[src/rtl/seed_pkg.sv]
package seed_pkg;
    parameter int ADDR_W      = 11;
    parameter int SEED_W      = 23;
    parameter int REBUILT_W   = 3;
    parameter int HI_LIMIT    = 1593;
    parameter int MID_LIMIT   = 627;
    parameter int LOW_STEP    = 1023;

    localparam int STORE_W     = SEED_W - REBUILT_W;
    localparam int IDX_W       = ADDR_W - 1;
    localparam int LAST_IDX    = (1 << IDX_W) - 1;

    typedef enum logic [1:0] {
        PICK_EVEN = 2'd0,
        PICK_MID  = 2'd1,
        PICK_TOP  = 2'd2
    } pick_e;

    function automatic logic [STORE_W-1:0] stored_low(input logic [IDX_W-1:0] idx);
        logic [STORE_W-1:0] prod;
        prod = STORE_W'(idx) * STORE_W'(LOW_STEP);
        return {STORE_W{1'b1}} - prod;
    endfunction
endpackage

[src/rtl/seed_rebuild.sv]
module seed_rebuild
    import seed_pkg::*;
(
    input  logic [ADDR_W-1:0]    addr,
    output logic [REBUILT_W-1:0] top
);
    logic hi_bit;
    logic mid_bit;

    always_comb begin
        hi_bit  = (addr <= ADDR_W'(HI_LIMIT));
        mid_bit = (addr <= ADDR_W'(MID_LIMIT)) ? 1'b1 : ~hi_bit;
        top     = {1'b1, hi_bit, mid_bit};
    end
endmodule

[src/rtl/seed_fetch.sv]
module seed_fetch
    import seed_pkg::*;
(
    input  logic                clk,
    input  logic                rst_n,
    input  logic                valid_in,
    input  logic [ADDR_W-1:0]   addr_in,
    output logic                s1_valid,
    output pick_e               s1_pick,
    output logic [ADDR_W-1:0]   s1_lo_addr,
    output logic [ADDR_W-1:0]   s1_hi_addr,
    output logic [STORE_W-1:0]  s1_lo_low,
    output logic [STORE_W-1:0]  s1_hi_low
);
    logic [IDX_W-1:0]   lo_idx;
    logic [IDX_W-1:0]   hi_idx;
    logic               is_last;
    pick_e              pick_nxt;

    always_comb begin
        lo_idx  = addr_in[ADDR_W-1:1];
        is_last = (lo_idx == IDX_W'(LAST_IDX));
        hi_idx  = is_last ? lo_idx : lo_idx + 1'b1;
        if (!addr_in[0])
            pick_nxt = PICK_EVEN;
        else if (is_last)
            pick_nxt = PICK_TOP;
        else
            pick_nxt = PICK_MID;
    end

    always_ff @(posedge clk) begin
        if (!rst_n) begin
            s1_valid   <= 1'b0;
            s1_pick    <= PICK_EVEN;
            s1_lo_addr <= '0;
            s1_hi_addr <= '0;
            s1_lo_low  <= '0;
            s1_hi_low  <= '0;
        end else begin
            s1_valid <= valid_in;
            if (valid_in) begin
                s1_pick    <= pick_nxt;
                s1_lo_addr <= {lo_idx, 1'b0};
                s1_hi_addr <= {hi_idx, 1'b0};
                s1_lo_low  <= stored_low(lo_idx);
                s1_hi_low  <= stored_low(hi_idx);
            end
        end
    end
endmodule

[src/rtl/seed_blend.sv]
module seed_blend
    import seed_pkg::*;
(
    input  logic                clk,
    input  logic                rst_n,
    input  logic                s1_valid,
    input  pick_e               s1_pick,
    input  logic [SEED_W-1:0]   lo_word,
    input  logic [SEED_W-1:0]   hi_word,
    output logic                valid_out,
    output logic [SEED_W-1:0]   seed_out
);
    logic [SEED_W:0]     pair_sum;
    logic [SEED_W-1:0]   seed_nxt;

    always_comb begin
        pair_sum = {1'b0, lo_word} + {1'b0, hi_word};
        unique case (s1_pick)
            PICK_EVEN: seed_nxt = lo_word;
            PICK_MID:  seed_nxt = pair_sum[SEED_W:1];
            PICK_TOP:  seed_nxt = lo_word;
            default:   seed_nxt = lo_word;
        endcase
    end

    always_ff @(posedge clk) begin
        if (!rst_n) begin
            valid_out <= 1'b0;
            seed_out  <= '0;
        end else begin
            valid_out <= s1_valid;
            if (s1_valid)
                seed_out <= seed_nxt;
        end
    end
endmodule

[src/rtl/seed_rsqrt_table.sv]
module seed_rsqrt_table
    import seed_pkg::*;
(
    input  logic                clk,
    input  logic                rst_n,
    input  logic                valid_in,
    input  logic [ADDR_W-1:0]   addr_in,
    output logic                valid_out,
    output logic [SEED_W-1:0]   seed_out
);
    logic                 s1_valid;
    pick_e                s1_pick;
    logic [ADDR_W-1:0]    s1_lo_addr;
    logic [ADDR_W-1:0]    s1_hi_addr;
    logic [STORE_W-1:0]   s1_lo_low;
    logic [STORE_W-1:0]   s1_hi_low;
    logic [ADDR_W-1:0]    pair_addr [2];
    logic [REBUILT_W-1:0] pair_top  [2];
    logic [SEED_W-1:0]    lo_word;
    logic [SEED_W-1:0]    hi_word;

    seed_fetch u_fetch (
        .clk        (clk),
        .rst_n      (rst_n),
        .valid_in   (valid_in),
        .addr_in    (addr_in),
        .s1_valid   (s1_valid),
        .s1_pick    (s1_pick),
        .s1_lo_addr (s1_lo_addr),
        .s1_hi_addr (s1_hi_addr),
        .s1_lo_low  (s1_lo_low),
        .s1_hi_low  (s1_hi_low)
    );

    assign pair_addr[0] = s1_lo_addr;
    assign pair_addr[1] = s1_hi_addr;

    for (genvar g = 0; g < 2; g++) begin : g_rebuild
        seed_rebuild u_rebuild (
            .addr (pair_addr[g]),
            .top  (pair_top[g])
        );
    end

    assign lo_word = {pair_top[0], s1_lo_low};
    assign hi_word = {pair_top[1], s1_hi_low};

    seed_blend u_blend (
        .clk       (clk),
        .rst_n     (rst_n),
        .s1_valid  (s1_valid),
        .s1_pick   (s1_pick),
        .lo_word   (lo_word),
        .hi_word   (hi_word),
        .valid_out (valid_out),
        .seed_out  (seed_out)
    );
endmodule

[config.mk]
export PLATFORM = sky130hd
export DESIGN_NAME = seed_rsqrt_table
export DESIGN_NICKNAME = d
export VERILOG_FILES = /design/src/rtl/seed_pkg.sv /design/src/rtl/seed_rebuild.sv /design/src/rtl/seed_fetch.sv /design/src/rtl/seed_blend.sv /design/src/rtl/seed_rsqrt_table.sv
export SDC_FILE = /design/constraint.sdc
export NUM_CORES = 1
export LEC_CHECK = 0
export ABC_AREA = 1
export BUFFER_PORTS_ARGS = -buffer_cell sky130_fd_sc_hd__buf_2
export CORE_MARGIN = 3
export CORE_UTILIZATION = 55
export CTS_CLUSTER_SIZE = 30
export DETAILED_ROUTE_END_ITERATION = 12
export GPL_ROUTABILITY_DRIVEN = 0
export HOLD_SLACK_MARGIN = 0.02
export MAX_ROUTING_LAYER = met4
export PLACE_DENSITY = 0.73
export RECOVER_POWER = 50
export SYNTH_ARGS = -nofsm -noshare
export SYNTH_HDL_FRONTEND = slang
export SYNTH_SLANG_ARGS = --single-unit
[constraint.sdc]
create_clock -name clk -period 9.2 [get_ports clk]
set_input_delay 0.92 -clock clk [delete_from_list [all_inputs] [get_ports clk]]
set_output_delay 0.92 -clock clk [all_outputs]
set_load 0.05 [all_outputs]
==> impl_metrics.ini <==
[critical_path]
r2r_cells = 10
crit_arrival_ns = 7.36
max_stage_delay_ns = 0.54
crit_buf_inv = 7
worstSetupPathType = input pin to flip-flop
worst-endpoint-required_ns = 9.44
cp_top_family = adder cells
cp-start-kind = input pin
crit_top_cell = inv_1
critPathSlowestCell = xor2_1
cp-end-kind = flip-flop
path_max_fanout = 11
worstSetupPathDepth = 28

[routing]
finalWirelength_um = 24100
drtIter0Drc = 536
wl_per_cell_um = 15.3
detail-route-antenna-nets = 0
drt_first_pass_iters = 6
drc = 0
vias = 8391
avgViaCountPerCell = 5.31

[worst_hold_path]
whs_path_depth = 2
holdCritPathClass = flip-flop to flip-flop

[timing]
max_freq_ghz = 0.140
finalWorstSetupSlack_ns = 2.08
max-slew-margin-rel_pct = -43.7
fin_crit_ns = 7.12
fin_skew_ns = 0.00819
grt_setup_unrepaired = no
tightest_slew_ns = 2.16
period_share_pct = 77.4
finalSetupViolations = 0
finalHoldViolCount = 0
fin_tns_setup_ns = 0
maxSlewViolCount = 86

[layout]
diodes = 0
syn2layout_area_growth_pct = 6.57
final_common_cell = inv_1
mostFrequentLayoutCells = 292 x inv_1, 160 x nand2_1, 136 x a21oi_1, 136 x ha_1, 96 x o21ai_0
drive_gt1_share_pct = 4.72
nets = 1587

[clocking]
clk_pin_slew_ns = 0.07
ctsResizeCount = 0
cts_made_buffers = 9
root_buffer = clkbuf_16
worstSkewPairLatency_ns = 0.35
cts_hold_buf = 0
cts_setup_buffers = 0
cts-htree-levels = 3
cts.sinks = 87
cts_tree = built
clockBufferDepth = 2

[floorplan]
ios = 38
dieArea_um2 = 20000
start_util_pct = 57.3
coreArea_um2 = 17600
rows = 48
die_w_um = 141
die_height_um = 141

[run_status]
violations = max-capacitance violations, max-slew violations
outcome = finished, violations left

[yosys]
synthArstFlopShare_pct = 0
ys_types = 42
syn_area_per_cell_um2 = 7.59
netlist.top_cell.by_area = dfxtp_1
ys_seq_area_share_pct = 17.3
synthFlopType = dfxtp_1
synth_area_leaders = dfxtp_1 17%, fa_1 17%, ha_1 17%, inv_1 11%, a21oi_1 6.7%
yosysTopAreaCellShare_pct = 17.3
synth_area_um2 = 10100
syn_nets = 1565
syn_inst = 1329
ys_warn_count = 0
synth-edff-count = 0
yosys_register_bits = 87

[placement]
hpwlAfterDp_um = 19600
dpl_worst_slack_ns = 1.75
io_buffer_count = 37

[grt]
first_global_vias = 8187
grt_usage_pct = 25.8
grt_pass1_wl_um = 40700
grt_max_degree = 89
antenna_found_initial = 0
grt_overflow_total = 0

[job]
max-cap-violations = 2
worst paths after layout:
check                       start                     to  slack (ns)
min          u_blend.seed_out[22]   u_blend.seed_out[22]        0.45
min reg2reg  u_blend.seed_out[22]   u_blend.seed_out[22]        0.45
max                    addr_in[1]  u_fetch.s1_hi_low[16]        2.08
max reg2reg  u_fetch.s1_lo_low[0]   u_blend.seed_out[13]        6.37
cell usage after synthesis (all sizes together) (4+ instances only):
library cell / instances
a31oi: 5
dfxtp: 87
inv: 293
xor2: 46
a21oi: 140
nor3: 10
a21boi: 5
xnor2: 21
fa: 86
ha: 136
o21a: 5
o21ai: 106
nand2: 175
o211ai: 12
o31ai: 4
nand4: 8
a21o: 9
clkbuf: 30
o21bai: 6
nand3: 46
nor2: 79
and2: 4
per-stage QoR:
step	hold WS, ns	area, um2	cells	utilization [%]
3_3_place_gp	0.429	10500	1565	59.5
3_5_place_dp	0.444	10500	1565	59.5
6_report	0.454	10800	1580	61.1
2_1_floorplan	0.441	10100	1329	-
5_1_grt	0.487	10800	1580	61.1
4_1_cts	0.453	10800	1580	61.3
flip-flops by register name (all words and copies together), names as in the netlist:
register            cells
u_blend.seed_out       23
u_fetch.s1_hi_addr     10
u_fetch.s1_lo_addr     10
u_fetch.s1_hi_low      20
u_fetch.s1_pick         2
u_fetch.s1_valid        1
u_fetch.s1_lo_low      20
u_blend.valid_out       1
area by class of cell:
class / count / area (um2)
inverters: 294 / 1100
well taps: 225 / 282
fillers: 1603 / 6840
repair buffers: 42 / 188
clock buffers: 9 / 225
multi-input cells: 917 / 7120
flip-flops and latches: 87 / 1740
clock inverters: 6 / 92.6
worst reg2reg max path: stages, from the launching register on:
cell	delay (ns)
dfxtp_1	0.43
nand2_1	0.13
fa_1	0.42
o21ai_0	0.50
a21oi_1	0.18
o21ai_0	0.30
a21oi_1	0.16
o21bai_1	0.20
xor2_1	0.08
o21ai_0	0.16
a21oi_1	0.08
kinds of logic after synthesis:
family	share of synthesized area, %
and+or+nand+nor	14.1
xor gates and xnor gates	5.96
DFF	17.3
buffers and inverters	12.2
AOI/OAI and AO/OA	16.5
adders and majority gates	33.9
metal layers:
metal,routed length (um),up-vias,track usage [%]
met5,0,-,-
met4,393,0,5.10
met3,1160,24,3.57
met2,10900,205,40.4
met1,11700,3878,36.3
li1,-,4284,-
Power is not shown: default switching activity piles up to over one toggle a cycle in this logic, so the estimate is an artifact.
